<file path="config.mk">
export PLATFORM = sky130hd
export DESIGN_NAME = touch_burst_seq
export DESIGN_NICKNAME = d
export VERILOG_FILES = /design/src/rtl/tsbs_pkg.sv /design/src/rtl/tsbs_sync.sv /design/src/rtl/tsbs_timer.sv /design/src/rtl/touch_burst_seq.sv
export SDC_FILE = /design/constraint.sdc
export NUM_CORES = 1
export LEC_CHECK = 0
export BUFFER_PORTS_ARGS = -buffer_cell sky130_fd_sc_hd__buf_2
export CAP_MARGIN = 10
export CORE_UTILIZATION = 55
export CTS_BUF_LIST = sky130_fd_sc_hd__clkbuf_4
export CTS_CLUSTER_SIZE = 30
export DETAILED_ROUTE_END_ITERATION = 16
export PLACE_DENSITY = 0.77
export SETUP_SLACK_MARGIN = 0.3
export SYNTH_ARGS = -nofsm -noshare
export SYNTH_HDL_FRONTEND = slang
export SYNTH_HIERARCHICAL = 1
export SYNTH_SLANG_ARGS = --single-unit
</file>
<file path="constraint.sdc">
create_clock -name clk -period 3 [get_ports clk]
set_input_delay 0 -clock clk [delete_from_list [all_inputs] [get_ports clk]]
set_output_delay 0 -clock clk [all_outputs]
set_load 0.05 [all_outputs]
</file>
<file path="src/rtl/tsbs_pkg.sv">
package tsbs_pkg;
  typedef enum logic [3:0] {
    ST_PFLOAT,
    ST_CAL,
    ST_IDLE,
    ST_SELECT,
    ST_TAIL,
    ST_SLEEP,
    ST_WAKE,
    ST_SETTLE,
    ST_BURST
  } seq_state_t;
endpackage

</file>
<file path="src/rtl/tsbs_sync.sv">
module tsbs_sync #(
  parameter int N = 2
) (
  input  logic         clk,
  input  logic         rst,
  input  logic [N-1:0] din,
  output logic [N-1:0] lvl,
  output logic [N-1:0] rise,
  output logic [N-1:0] fall
);
  for (genvar i = 0; i < N; i++) begin : g_bit
    logic s1, s2, s3;
    always_ff @(posedge clk) begin
      if (rst) begin
        s1 <= 1'b0;
        s2 <= 1'b0;
        s3 <= 1'b0;
      end else begin
        s1 <= din[i];
        s2 <= s1;
        s3 <= s2;
      end
    end
    assign lvl[i]  = s2;
    assign rise[i] = s2 & ~s3;
    assign fall[i] = ~s2 & s3;
  end
endmodule

</file>
<file path="src/rtl/tsbs_timer.sv">
module tsbs_timer #(
  parameter int W = 8
) (
  input  logic         clk,
  input  logic         rst,
  input  logic         tick,
  input  logic         clr,
  output logic [W-1:0] cnt
);
  always_ff @(posedge clk) begin
    if (rst || clr)
      cnt <= '0;
    else if (tick && cnt != '1)
      cnt <= cnt + 1'b1;
  end

  // Saturation keeps an over-long select pulse from wrapping back into the dummy window.
  assert_timer_sat_R4: assert property (@(posedge clk) disable iff (rst)
    (!clr && cnt == '1) |=> (cnt == '1));
endmodule

</file>
<file path="src/rtl/touch_burst_seq.sv">
module touch_burst_seq
  import tsbs_pkg::*;
#(
  parameter int T_PWR_FLOAT  = 20000,
  parameter int T_CALIB      = 525000,
  parameter int T_QUIET      = 35,
  parameter int T_DUMMY_MIN  = 10,
  parameter int T_DUMMY_MAX  = 10000,
  parameter int T_SETTLE     = 700,
  parameter int T_FREE_RUN   = 58000,
  parameter int T_DRIFT      = 3000000,
  parameter int T_WAKE_FLOAT = 400
) (
  input  logic clk,
  input  logic rst,
  input  logic tick_us,
  input  logic sel_n,
  input  logic sclk,
  input  logic burst_done,
  output logic burst_start,
  output logic rdy_out,
  output logic rdy_oe
);
  function automatic int imax(int a, int b);
    return (a > b) ? a : b;
  endfunction

  localparam int MAXP = imax(imax(imax(T_PWR_FLOAT, T_CALIB), imax(T_QUIET, T_DUMMY_MAX)),
                             imax(imax(T_SETTLE, T_FREE_RUN), imax(T_DRIFT, T_WAKE_FLOAT)));
  localparam int CW = $clog2(MAXP + 2);
  localparam logic [CW-1:0] LIM_PF = CW'(T_PWR_FLOAT - 1);
  localparam logic [CW-1:0] LIM_CA = CW'(T_CALIB - 1);
  localparam logic [CW-1:0] LIM_QT = CW'(T_QUIET - 1);
  localparam logic [CW-1:0] LIM_ST = CW'(T_SETTLE - 1);
  localparam logic [CW-1:0] LIM_FR = CW'(T_FREE_RUN - 1);
  localparam logic [CW-1:0] LIM_DR = CW'(T_DRIFT - 1);
  localparam logic [CW-1:0] LIM_WF = CW'(T_WAKE_FLOAT - 1);
  localparam logic [CW-1:0] DW_LO  = CW'(T_DUMMY_MIN);
  localparam logic [CW-1:0] DW_HI  = CW'(T_DUMMY_MAX);

  // Synchronised inputs: bit 1 select, bit 0 serial clock.
  logic [1:0] s_lvl, s_rise, s_fall;
  tsbs_sync #(.N(2)) u_sync (
    .clk (clk),
    .rst (rst),
    .din ({sel_n, sclk}),
    .lvl (s_lvl),
    .rise(s_rise),
    .fall(s_fall)
  );
  logic cs_hi, cs_rise, cs_fall, ck_rise;
  assign cs_hi   = s_lvl[1];
  assign cs_rise = s_rise[1];
  assign cs_fall = s_fall[1];
  assign ck_rise = s_rise[0];

  seq_state_t st_q, st_nx;
  logic go_q, go_nx, clr_evt, tmr_clr;
  logic [CW-1:0] cnt;

  assign tmr_clr = clr_evt || (st_nx != st_q);

  tsbs_timer #(.W(CW)) u_timer (
    .clk (clk),
    .rst (rst),
    .tick(tick_us),
    .clr (tmr_clr),
    .cnt (cnt)
  );

  always_comb begin
    st_nx   = st_q;
    go_nx   = go_q;
    clr_evt = 1'b0;
    unique case (st_q)
      ST_PFLOAT: if (tick_us && cnt == LIM_PF) st_nx = ST_CAL;
      ST_CAL:    if (tick_us && cnt == LIM_CA) st_nx = ST_IDLE;
      ST_IDLE: begin
        clr_evt = !cs_hi;
        if (cs_fall) st_nx = ST_SELECT;
        else if (cs_hi && tick_us && cnt == LIM_FR) st_nx = ST_BURST;
      end
      ST_SELECT: begin
        if (ck_rise) st_nx = ST_TAIL;
        else if (cs_rise) st_nx = (cnt >= DW_LO && cnt <= DW_HI) ? ST_SETTLE : ST_IDLE;
      end
      ST_TAIL: begin
        if (ck_rise) clr_evt = 1'b1;
        else if (tick_us && cnt == LIM_QT) st_nx = ST_SLEEP;
      end
      ST_SLEEP: begin
        if (cs_rise) begin
          st_nx = ST_WAKE;
          go_nx = 1'b1;
        end else if (ck_rise) begin
          st_nx = ST_WAKE;
          go_nx = 1'b0;
        end else if (tick_us && cnt == LIM_DR) begin
          st_nx = ST_WAKE;
          go_nx = 1'b1;
        end
      end
      ST_WAKE: begin
        if (cs_rise) go_nx = 1'b1;
        if (tick_us && cnt == LIM_WF) st_nx = (go_q || cs_rise) ? ST_BURST : ST_TAIL;
      end
      ST_SETTLE: if (tick_us && cnt == LIM_ST) st_nx = ST_BURST;
      ST_BURST:  if (burst_done) st_nx = ST_IDLE;
      default:   st_nx = ST_PFLOAT;
    endcase
  end

  always_ff @(posedge clk) begin
    if (rst) begin
      st_q        <= ST_PFLOAT;
      go_q        <= 1'b0;
      burst_start <= 1'b0;
      rdy_oe      <= 1'b0;
      rdy_out     <= 1'b0;
    end else begin
      st_q        <= st_nx;
      go_q        <= go_nx;
      burst_start <= (st_nx == ST_BURST) && (st_q != ST_BURST);
      rdy_oe      <= !(st_nx inside {ST_PFLOAT, ST_WAKE});
      rdy_out     <= st_nx inside {ST_IDLE, ST_SELECT, ST_TAIL, ST_SETTLE};
    end
  end

  assert_start_single_R9: assert property (@(posedge clk) disable iff (rst)
    burst_start |=> !burst_start);
  assert_done_ready_R9: assert property (@(posedge clk) disable iff (rst)
    (st_q == ST_BURST && burst_done) |=> (rdy_out && rdy_oe));
  assert_start_busy_R10: assert property (@(posedge clk) disable iff (rst)
    burst_start |-> (rdy_oe && !rdy_out));
  assert_sleep_low_R5: assert property (@(posedge clk) disable iff (rst)
    (st_q == ST_SLEEP) |-> (rdy_oe && !rdy_out));
  assert_float_from_sleep_R6: assert property (@(posedge clk) disable iff (rst)
    $fell(rdy_oe) |-> ($past(st_q) == ST_SLEEP));
endmodule

</file>
* After elaboration in Yosys (flattened, before gate mapping)
Index checks and enable logic that the tools add are counted.
Storage, ports and cells: bits of input ports 6, flip-flop bits (word level) 36, output and inout bits 3, word-level logic and storage cells 93
Operators by class: multiplexer cells 24, equal/unequal tests 26, add/sub/neg operators 1, order comparisons 2, bitwise gates (word level) 6, reductions and logical operators 22
Operator list (number):
- $mux 4 | 15
- $pmux 4 s9 | 1
- $eq 4x3->1 const B | 7
- $add 22x1->22 const B | 1
- $eq 22x10->1 const B | 1
- $eq 22x15->1 const B | 1
- $eq 22x16->1 const B | 1
- $eq 22x20->1 const B | 1
- $eq 22x22->1 const B | 1
- $eq 22x6->1 const B | 1
- $eq 22x9->1 const B | 1
- $ge 22x4->1 const B | 1
- $le 22x14->1 const B | 1
- $ne 22x22->1 const B | 1
- $eq 4x2->1 const B | 4
- $logic_and 1x1->1 | 11
- $eq 4x4->1 const B | 2
- $logic_not 4->1 | 2
- $ne 4x4->1 const B | 2
- $mux 1 | 5
- $eq 4x1->1 const B | 1
- $ne 4x4->1 | 1
- $pmux 1 s2 | 2
- $reduce_bool 2->1 | 2
- 8 further kinds | 15

* Depth between registers and ports, before layout
Gate-level depths: netlist (run 1).
depth after elaboration 9, mapped depth 13, mapped depth without buffers 12

* Modules after synthesis
The synthesis (run 1) kept the hierarchy.
Modules (own cells, without submodules):
- tsbs_timer | times used 1, sequential area each 440.4 µm², area an instance 1132.3 µm², cells an instance 129
- touch_burst_seq | times used 1, sequential area each 160.2 µm², area an instance 958.4 µm², cells an instance 132
- tsbs_sync | times used 1, sequential area each 120.1 µm², area an instance 197.7 µm², cells an instance 18

* Worst setup path before layout (run 1)
OpenSTA, ideal clock, no wires.
path type register -> register, from reg u_timer.cnt[12], to reg u_timer.cnt[0], buffers on the path 2, period minus slack after synthesis 3.321 ns, library setup time 0.065 ns, path slack -0.321 ns, cell stages (with the launch flop) 12, data arrival time 3.256 ns, cells stage by stage dfxtp_1 or4_4 nor3b_1 a31oi_1 or4_4 nand3b_1 xnor2_1 a311o_1 or2_2 buf_1 clkbuf_1 nor2_1
On the way: cells in the longest elaborated chain, start to end 9
Ends and longest elaborated chain:
- start: declaration | line tsbs_timer.sv:8 | output logic [W-1:0] cnt
- start signal: assignment | line tsbs_timer.sv:14 | cnt <= cnt + 1'b1;
- $ge 22x4->1, or another cell as far along | line touch_burst_seq.sv:85 | else if (cs_rise) st_nx = (cnt >= DW_LO && cnt <= DW_HI) ? ST_SETTLE : ST_IDLE;
- $logic_and 1x1->1 (on tied branches) | line touch_burst_seq.sv:85, touch_burst_seq.sv:98
- $mux 3 or $mux 4 (tied branches) | line touch_burst_seq.sv:85, touch_burst_seq.sv:98
- $mux 4 (on tied branches) | line touch_burst_seq.sv:85, touch_burst_seq.sv:95
- $mux 4 (on tied branches) | line touch_burst_seq.sv:84, touch_burst_seq.sv:92
- $pmux 4 s9 (*) | line touch_burst_seq.sv:75 | unique case (st_q)
- $ne 4x4->1 (*) | line touch_burst_seq.sv:61 | assign tmr_clr = clr_evt || (st_nx != st_q);
- $logic_or 1x1->1 (*) | line touch_burst_seq.sv:61
- net tmr_clr | line touch_burst_seq.sv:58 | logic go_q, go_nx, clr_evt, tmr_clr;
- $logic_or 1x1->1 (*) | line tsbs_timer.sv:11 | if (rst || clr)
The timed path passes the listed nets; every way through them passes the cells marked *. A chain may end at the register's enable or synchronous reset.

* Final worst setup path (run 1)
from reg u_timer.cnt[13], to reg u_timer.cnt[6]
The elaborated chain is that of the path after synthesis.

==> results of run 1 <==
## path summary, 6_finish.rpt
| kind | start | endpoint | slack, ps |
|---|---|---|---|
| max | u_timer/cnt[13] | u_timer/cnt[6] | -100 |
| min | rst | u_sync/g_bit[1].s2 | 20 |
| max reg2reg | u_timer/cnt[13] | u_timer/cnt[6] | -100 |
| min reg2reg | u_sync/g_bit[0].s1 | u_sync/g_bit[0].s2 | 460 |
## power groups by stage
| stage | clock network, mW | logic (mW) | registers (mW) |
|---|---|---|---|
| global placement | 0 | 0.0504 | 0.496 |
| global route | 0.287 | 0.0675 | 0.487 |
| detailed placement | 0 | 0.0518 | 0.497 |
| finish | 0.268 | 0.0625 | 0.486 |
| floorplan | 0 | 0.0274 | 0.500 |
| CTS | 0.271 | 0.0601 | 0.486 |
## layer usage
layer / vias up / global-route usage
met2: 131 / 0.483
met4: 0 / 0.0984
met5: - / 0
met1: 1134 / 0.404
met3: 9 / 0.0621
li1: 1162 / -
## flip-flops by register name, indices dropped and copies added, names as in the netlist
name,cells
rdy_out,1
u_sync/g_bit.s1,2
u_sync/g_bit.s2,2
u_sync/g_bit.s3,2
st_q,4
u_timer/cnt,22
burst_start,1
rdy_oe,1
go_q,1
## layout by cell type, fill, tap and decap left out, types with 3 or more instances in the layout
master / instances
sky130_fd_sc_hd__clkbuf_4: 5
sky130_fd_sc_hd__nor2_1: 20
sky130_fd_sc_hd__nand4_1: 13
sky130_fd_sc_hd__a41o_1: 4
sky130_fd_sc_hd__a21oi_2: 4
sky130_fd_sc_hd__a31oi_1: 10
sky130_fd_sc_hd__buf_2: 8
sky130_fd_sc_hd__buf_4: 40
sky130_fd_sc_hd__nand2_1: 20
sky130_fd_sc_hd__o21ai_0: 8
sky130_fd_sc_hd__o21ai_2: 3
sky130_fd_sc_hd__nor4_1: 7
sky130_fd_sc_hd__and4_1: 9
sky130_fd_sc_hd__nor2_2: 4
sky130_fd_sc_hd__nor2b_1: 17
sky130_fd_sc_hd__inv_1: 5
sky130_fd_sc_hd__nor3b_1: 4
sky130_fd_sc_hd__a211oi_1: 3
sky130_fd_sc_hd__a21oi_1: 8
sky130_fd_sc_hd__mux2i_1: 3
sky130_fd_sc_hd__or4_4: 3
sky130_fd_sc_hd__or3_1: 5
sky130_fd_sc_hd__and3_1: 5
sky130_fd_sc_hd__nor4bb_1: 5
sky130_fd_sc_hd__nor3_1: 8
sky130_fd_sc_hd__dfxtp_1: 34
sky130_fd_sc_hd__nand3_1: 11
sky130_fd_sc_hd__xnor2_1: 11
## final cells by class
type	count	area, µm²	share of cell area
clock buffer	5	37.5	0.0134
timing repair buffer	52	383	0.136
inverter	5	18.8	0.00669
multi-input combinational	226	1560	0.556
clock inverter	3	18.8	0.00669
tap	50	62.6	0.0223
sequential	36	726	0.259
## worst max-delay path: stages, from the launching register on
cell and delay, ps:
sky130_fd_sc_hd__dfxtp_1 340, sky130_fd_sc_hd__or4_4 570, sky130_fd_sc_hd__or4_4 440, sky130_fd_sc_hd__o311a_1 310
sky130_fd_sc_hd__o21ai_2 120, sky130_fd_sc_hd__nand4_2 100, sky130_fd_sc_hd__mux2i_1 150, sky130_fd_sc_hd__a311o_1 380
sky130_fd_sc_hd__nor2_2 150, sky130_fd_sc_hd__buf_6 150, sky130_fd_sc_hd__nand2_1 50, sky130_fd_sc_hd__a31oi_1 160
sky130_fd_sc_hd__a41o_1 110
## through the flow
| stage | instance area (µm²) | setup TNS [ps] |
|---|---|---|
| floorplan | 2310 | -201 |
| global placement | 2610 | 0 |
| detailed placement | 2610 | -476 |
| CTS | 2770 | -82.9 |
| global route | 2810 | -3130 |
| finish | 2810 | -1310 |
## repair_timing
action,CTS,global route
hold buffers,2,0
setup buffers,4,2
hold endpoints to repair,2,0
resized for setup,19,4
pin swaps,15,4
endpoints found under the setup margin,22,22
cloned,1,0
==> flow_metrics.tcl, run 1 <==
set metrics [dict create \
    hold-path-cell-count 2 \
    drt-vias-per-instance 6.46 \
    postLayoutSetupSlackWorst_ps -105 \
    first_iter_violations 273 \
    place_ws_ps -80.6 \
    p_clk_frac 0.328 \
    fin_cells 377 \
    dieArea_um2 4400 \
    drive_gt1_frac 0.278 \
    grt_remaining_overflow 0 \
    grt_max_degree 18 \
    combPwrFrac 0.077 \
    numPlacedInstances 360 \
    p_per_cell_area_nw_per_um2 291 \
    wl_met3_um 494 \
    antenna_violating_nets_post_route 0 \
    p_int_mw 0.600 \
    max_transition_margin 0.476 \
    max-cap-violations 0 \
    postSynthCellCount 277 \
    fp.coreArea_um2 3970 \
    timing.critical_path.arrival_ps 3410 \
    die_height_um 66.3 \
    clkSlewWorstSetupHoldPaths_ps 130 \
    finalNetCount 333 \
    maxClockFrequency_mhz 322 \
    detailed_placement_hpwl_mm 4.42 \
    htree_num_levels 2 \
    finalHoldWorstSlack_ps 16.3 \
    dr_wl_met2_mm 2.90 \
    numClockSinks 36 \
    top_level_ports 9 \
    finalHoldViolations 0 \
    total_power_mw 0.816 \
    p_leak_nw 1.07 \
    count_of_fill_cells_added_during_filler_insertion 337 \
    num_cts_buffers 5 \
    post-route-util 0.707 \
    kind_of_start_point_of_the_critical_path "register" \
    grt_util_all_layers 0.303 \
    synth_warn 6 \
    net-switching-power_mw 0.216 \
    die-width_um 66.3 \
    routedLengthMet1_mm 2.81 \
    top_layer_used "met4" \
    syn-mean-instance-area_um2 8.21 \
    violations "negative setup slack" \
    first_global_vias 2105 \
    finalSetupViolCount 21 \
    worst_setup_path_end_kind "register" \
    place_congestion 0.923 \
    drt_drc_violations_left 0 \
    share_of_power_burned_in_registers 0.595 \
    hold_crit_path_type "in2reg" \
    floorplan_row_count 23 \
    first_pass_grt_wire_length_mm 10.0 \
    layout_worst_path_cycle_share 1.03 \
    cts.root.buffer_cell "sky130_fd_sc_hd__clkbuf_4" \
    postSynthNetCount 284 \
    clock_latency_on_the_worst_skew_pair_ps 360 \
    timing.final.max_slew_violations 0 \
    insertedDiodeCount 0 \
    via_count 2436 \
    timing_worst_slew_pin_value_ps 780 \
    clockBufferDepth 2 \
    tritoncts "done" \
    layout-area-overhead-vs-synth_pct 23.4 \
    worst_ep_required_time_ps 3310 \
    floorplan.initialDensity 0.573 \
    crit_type "reg2reg" \
    antenna_violations_before_repair 0 \
    status "finished, violations left" \
    swShare 0.265 \
    ir_drop_uv 247 \
    portBuffers 8 \
    rsz_0062_raised_after_global_routing "yes" \
    average_wire_length_per_cell_after_detail_routing_um 16.7 \
    drt-total-wl_mm 6.29 \
    syn_area_um2 2270 \
    final_period_minus_worst_setup_slack_ps 3100 \
    clock_skew_ps 15.4 \
    crit_fanout 7 \
    drt_pre_antenna_iters 5 \
    worst_r2r_path_depth 12 \
]
Note: power is estimated with default switching activity, not from simulation.
==> run 2, diff against run 1 <==
--- a/config.mk
+++ b/config.mk
@@ -5,15 +5,17 @@
 export SDC_FILE = /design/constraint.sdc
 export NUM_CORES = 1
 export LEC_CHECK = 0
-export BUFFER_PORTS_ARGS = -buffer_cell sky130_fd_sc_hd__buf_2
 export CAP_MARGIN = 10
+export CORE_MARGIN = 2
 export CORE_UTILIZATION = 55
 export CTS_BUF_LIST = sky130_fd_sc_hd__clkbuf_4
 export CTS_CLUSTER_SIZE = 30
 export DETAILED_ROUTE_END_ITERATION = 16
-export PLACE_DENSITY = 0.77
+export DONT_BUFFER_PORTS = 1
+export PLACE_DENSITY = 0.75
 export SETUP_SLACK_MARGIN = 0.3
 export SYNTH_ARGS = -nofsm -noshare
 export SYNTH_HDL_FRONTEND = slang
 export SYNTH_HIERARCHICAL = 1
 export SYNTH_SLANG_ARGS = --single-unit
+export TNS_END_PERCENT = 30
==> flow_metrics.tcl, run 2 (synthesized netlist as in run 1, its figures left out) <==
set metrics [dict create \
    max-cap-violations 0 \
    die-width_um 68.3 \
    place_ws_ps -47.0 \
    ir_drop_uv 212 \
    htree_num_levels 2 \
    drt_drc_violations_left 0 \
    p_leak_nw 1.22 \
    first_global_vias 2308 \
    fin_cells 388 \
    worst_ep_required_time_ps 3320 \
    fp.coreArea_um2 4000 \
    finalHoldWorstSlack_ps -289 \
    max_transition_margin 0.469 \
    timing.critical_path.from "u_timer/cnt[19]" \
    timing.final.max_slew_violations 0 \
    average_wire_length_per_cell_after_detail_routing_um 19.0 \
    floorplan.initialDensity 0.569 \
    clkSlewWorstSetupHoldPaths_ps 120 \
    clock_skew_ps 17.1 \
    clock_latency_on_the_worst_skew_pair_ps 360 \
    top_level_ports 9 \
    top_regs "u_timer/cnt: 22 flops, st_q: 4 flops" \
    portBuffers 0 \
    antenna_violating_nets_post_route 0 \
    insertedDiodeCount 0 \
    finalSetupViolCount 22 \
    worst_setup_path_end_kind "register" \
    num_cts_buffers 5 \
    cts.root.buffer_cell "sky130_fd_sc_hd__clkbuf_4" \
    kind_of_start_point_of_the_critical_path "register" \
    first_pass_grt_wire_length_mm 11.1 \
    crit_type "reg2reg" \
    clockBufferDepth 2 \
    grt_remaining_overflow 0 \
    largest_register "u_timer/cnt" \
    p_per_cell_area_nw_per_um2 270 \
    post_cts_hold_buffer_count 9 \
    grt_util_all_layers 0.318 \
    numPlacedInstances 357 \
    via_count 2520 \
    flip_flop_count_of_the_largest_register_after_layout 22 \
    critical_path.reg2reg.startpoint "u_timer/cnt[19]" \
    final_period_minus_worst_setup_slack_ps 3330 \
    drt_pre_antenna_iters 5 \
    layout_worst_path_cycle_share 1.11 \
    layout-area-overhead-vs-synth_pct 34.8 \
    hold_crit_path_type "in2reg" \
    first_iter_violations 251 \
    drt-total-wl_mm 7.37 \
    finalHoldViolations 10 \
    tritoncts "done" \
    grt_max_degree 17 \
    place_congestion 0.945 \
    violations "negative hold slack, negative setup slack" \
    antenna_violations_before_repair 0 \
    detailed_placement_hpwl_mm 4.47 \
    drt-vias-per-instance 6.49 \
    maxClockFrequency_mhz 300 \
    min_from "rst" \
    postLayoutSetupSlackWorst_ps -333 \
    dieArea_um2 4670 \
    finalNetCount 344 \
    rsz_0062_raised_after_global_routing "yes" \
    floorplan_row_count 23 \
    final_common_cell "sky130_fd_sc_hd__buf_4" \
    timing.critical_path.arrival_ps 3650 \
    final_cell_mix "sky130_fd_sc_hd__buf_4 (42), sky130_fd_sc_hd__dfxtp_1 (33), sky130_fd_sc_hd__nand2_1 (19), sky130_fd_sc_hd__nor2_1 (18), sky130_fd_sc_hd__nor2b_1 (17)" \
    die_height_um 68.3 \
    drive_gt1_frac 0.308 \
    timing_worst_slew_pin_value_ps 791 \
    numClockSinks 36 \
    crit_fanout 7 \
    status "finished, violations left" \
]
run 2: cell count changes in the layout (fill, tap and decap cells not counted), sizes merged:
cell          previous run  this run
or2                      3         2
dlymetal6s4s             0         1
clkbuf                   5         7
clkinvlp                 2         0
buf                     50        55
dlygate4sd3              2         8
run 2: final cells by class:
type / count / area (µm²)
tap: 50 / 62.6
clock buffer: 7 / 52.6
sequential: 36 / 727
inverter: 5 / 18.8
multi-input combinational: 225 / 1650
clock inverter: 1 / 3.75
timing repair buffer: 64 / 554
fill: 261 / 933
run 2: worst max-delay path, stage by stage (launching register included):
cell and delay, ps:
sky130_fd_sc_hd__dfxtp_1 390, sky130_fd_sc_hd__nor3_1 330, sky130_fd_sc_hd__and4b_1 320, sky130_fd_sc_hd__buf_4 180
sky130_fd_sc_hd__a21oi_1 80, sky130_fd_sc_hd__or4_4 510, sky130_fd_sc_hd__nand3b_1 210, sky130_fd_sc_hd__xnor2_1 170
sky130_fd_sc_hd__a311o_1 380, sky130_fd_sc_hd__or2_4 310, sky130_fd_sc_hd__buf_6 150, sky130_fd_sc_hd__nor2_1 110
sky130_fd_sc_hd__a41o_1 160
run 2: final timing paths:
check	slack, ps	end	cells after the start
worst max-delay path	-330	u_timer/cnt[13]	12
worst min-delay path	-290	st_q[2]	1
worst max register to register	-330	u_timer/cnt[13]	12
worst min register to register	580	u_timer/cnt[19]	2
run 2: what timing repair did:
item	in CTS	in global routing
resized for setup	14	36
setup buffers	12	2
endpoints found under the setup margin	22	25
pin swaps	14	12
endpoints found under the hold margin	27	10
run 2: power by group:
| group | leakage (nW) | switching, mW | total, mW | internal [mW] |
|---|---|---|---|---|
| sequential | 0.293 | 0.00411 | 0.487 | 0.483 |
| clock | 0.0338 | 0.170 | 0.278 | 0.108 |
| combinational | 0.894 | 0.0302 | 0.0623 | 0.0321 |
| total | 1.22 | 0.205 | 0.828 | 0.623 |
run 2: layer usage:
metal / GRT usage / share of wire
met5: 0 / 0
met4: 0.118 / 0.033
met3: 0.0724 / 0.082
met2: 0.506 / 0.49
met1: 0.419 / 0.40
run 2: through the flow:
| stage | util | total power [mW] | cell area, µm² | TNS (ps) |
|---|---|---|---|---|
| finish | 0.767 | 0.828 | 3070 | -4280 |
| global route | 0.767 | 0.849 | 3070 | -6330 |
| CTS | 0.724 | 0.816 | 2900 | -363 |
| detailed placement | 0.651 | 0.539 | 2600 | -302 |
| global placement | 0.651 | 0.539 | 2600 | -98.0 |
| floorplan | - | 0.527 | 2310 | -295 |
==> run 3, diff against run 2 <==
--- a/config.mk
+++ b/config.mk
@@ -7,15 +7,15 @@
 export LEC_CHECK = 0
 export CAP_MARGIN = 10
 export CORE_MARGIN = 2
-export CORE_UTILIZATION = 55
+export CORE_UTILIZATION = 26
 export CTS_BUF_LIST = sky130_fd_sc_hd__clkbuf_4
 export CTS_CLUSTER_SIZE = 30
 export DETAILED_ROUTE_END_ITERATION = 16
 export DONT_BUFFER_PORTS = 1
-export PLACE_DENSITY = 0.75
+export PLACE_DENSITY = 0.43
 export SETUP_SLACK_MARGIN = 0.3
 export SYNTH_ARGS = -nofsm -noshare
 export SYNTH_HDL_FRONTEND = slang
 export SYNTH_HIERARCHICAL = 1
 export SYNTH_SLANG_ARGS = --single-unit
-export TNS_END_PERCENT = 30
+export TNS_END_PERCENT = 50
==> flow_metrics.tcl, run 3 (synthesized netlist as in run 1, its figures left out) <==
set metrics [dict create \
    status "finished, violations left" \
    violations "negative setup slack" \
    drt-total-wl_mm 7.31 \
    critical_path.reg2reg.startpoint "u_timer/cnt[15]" \
    fin_cells 447 \
    clock_latency_on_the_worst_skew_pair_ps 370 \
    post-route-util 0.357 \
    flip_flop_count_of_the_largest_register_after_layout 22 \
    place_congestion 0.914 \
    num_cts_buffers 5 \
    final_cell_mix "sky130_fd_sc_hd__buf_4 (48), sky130_fd_sc_hd__dfxtp_1 (32), sky130_fd_sc_hd__nor2_1 (19), sky130_fd_sc_hd__nand2_1 (18), sky130_fd_sc_hd__nor2b_1 (17)" \
    portBuffers 0 \
    finalNetCount 345 \
    drive_gt1_frac 0.295 \
    rsz_0062_raised_after_global_routing "yes" \
    fp.coreArea_um2 8590 \
    finalSetupViolCount 21 \
    timing.final.max_slew_violations 0 \
    p_per_cell_area_nw_per_um2 273 \
    worst_r2r_path_depth 12 \
    largest_register "u_timer/cnt" \
    p_leak_nw 1.17 \
    average_wire_length_per_cell_after_detail_routing_um 16.4 \
    first_iter_violations 150 \
    htree_num_levels 2 \
    clockBufferDepth 2 \
    crit_fanout 7 \
    first_global_vias 2280 \
    drt_pre_antenna_iters 5 \
    tritoncts "done" \
    postPlaceCellArea_um2 2710 \
    critical-path-max-stage-delay_ps 560 \
    ir_drop_uv 123 \
    grt_util_all_layers 0.153 \
    drt-vias-per-instance 5.41 \
    numClockSinks 36 \
    worst_ep_required_time_ps 3300 \
    min_from "tick_us" \
    whs_endpoint "u_timer/cnt[17]" \
    numPlacedInstances 419 \
    finalHoldViolations 0 \
    first_pass_grt_wire_length_mm 11.8 \
    top_regs "u_timer/cnt: 22 flops, st_q: 4 flops" \
    hold_crit_path_type "in2reg" \
    layout-area-overhead-vs-synth_pct 34.9 \
    detailed_placement_hpwl_mm 5.12 \
    layout_worst_path_cycle_share 1.05 \
    clkSlewWorstSetupHoldPaths_ps 110 \
    insertedDiodeCount 0 \
    timing.critical_path.cells "or4_4 -> nor3b_4 -> a31oi_2 -> or4_4 -> nand3b_1 -> xnor2_1 -> a311o_1 -> nor2_2 -> buf_6 -> nand2_2 -> a31oi_1 -> a41o_1" \
    floorplan.initialDensity 0.265 \
    final_period_minus_worst_setup_slack_ps 3150 \
    kind_of_start_point_of_the_critical_path "register" \
    worst_setup_path_end_kind "register" \
    timing_worst_slew_pin_value_ps 520 \
    drt_drc_violations_left 0 \
    postLayoutSetupSlackWorst_ps -154 \
    regToRegEndpoint "u_timer/cnt[15]" \
    clock_skew_ps 26.9 \
    finalInstanceArea_um2 3070 \
    top_level_ports 9 \
    ff2ff_setup_slack_ps -150 \
    final_common_cell "sky130_fd_sc_hd__buf_4" \
    cts.root.buffer_cell "sky130_fd_sc_hd__clkbuf_4" \
    worst_path_most_repeated_cell "sky130_fd_sc_hd__or4_4" \
    timing.critical_path.arrival_ps 3450 \
    max_transition_margin 0.651 \
    dieArea_um2 9510 \
    hold-path-cell-count 4 \
    crit_type "reg2reg" \
    die-width_um 97.5 \
    antenna_violations_before_repair 0 \
    maxClockFrequency_mhz 317 \
    grt_max_degree 13 \
    cp_slowest_cell "sky130_fd_sc_hd__or4_4" \
    via_count 2420 \
    die_height_um 97.5 \
    grt_remaining_overflow 0 \
    max-cap-violations 0 \
    floorplan_row_count 34 \
    antenna_violating_nets_post_route 0 \
]
-- run 3: critical path: cells and delay by family, from the launching register on --
kind / cells / cell delay [ps]
xor+xnor: 1 / 160
buf+inv: 1 / 150
flops: 1 / 340
simple gates: 6 / 1640
compound gates: 4 / 810
-- run 3: per-layer routing --
metal	wire length [µm]	GRT usage	share of wire	vias to the layer above
li1	-	-	-	1188
met1	3490	0.214	0.48	1148
met2	3400	0.240	0.47	75
met3	325	0.0281	0.044	9
met4	98	0.0427	0.013	0
met5	0	0	0	-
-- run 3: per-stage QoR --
stage               power (mW)  TNS (ps)  hold slack, ps  setup WS, ps
floorplan                0.527      -232            69.1         -27.5
global placement         0.546      -934            75.1         -82.8
detailed placement       0.545     -2100            75.3          -144
CTS                      0.838     -2110            6.50          -137
global route             0.870     -4630            48.8          -279
finish                   0.838     -2130            26.9          -154
-- run 3: worst max path at each step --
stage / startpoint / slack (ps) / to
floorplan: u_timer/cnt[12] / -30 / u_timer/cnt[9]
global placement: u_timer/cnt[12] / -80 / u_timer/cnt[11]
detailed placement: u_timer/cnt[12] / -140 / u_timer/cnt[8]
CTS: u_timer/cnt[12] / -140 / u_timer/cnt[21]
global route: u_timer/cnt[15] / -280 / u_timer/cnt[15]
finish: u_timer/cnt[15] / -150 / u_timer/cnt[15]
-- run 3: layout make-up --
cell class                      instances  area, µm²
Clock buffer                            7       52.6
Clock inverter                          1       3.75
Fill cell                             918       5530
Inverter                                5       18.8
Multi-Input combinational cell        226       1600
Sequential cell                        36        728
Tap cell                              108        135
Timing Repair Buffer                   64        527
-- run 3: timing repair --
item | 4_1_cts | 5_1_grt
endpoints found under the hold margin | 23 | 0
gates resized for setup | 6 | 28
pin swaps | 3 | 14
hold buffers | 11 | 0
setup buffers | 2 | 6
gates cloned | 0 | 1
endpoints found under the setup margin | 22 | 24
-- run 3: where the power goes --
part	leakage (nW)	internal [mW]	switching (mW)	total (mW)
registers	0.294	0.483	0.00327	0.486
clock network	0.0338	0.108	0.177	0.285
logic	0.846	0.0346	0.0319	0.0665
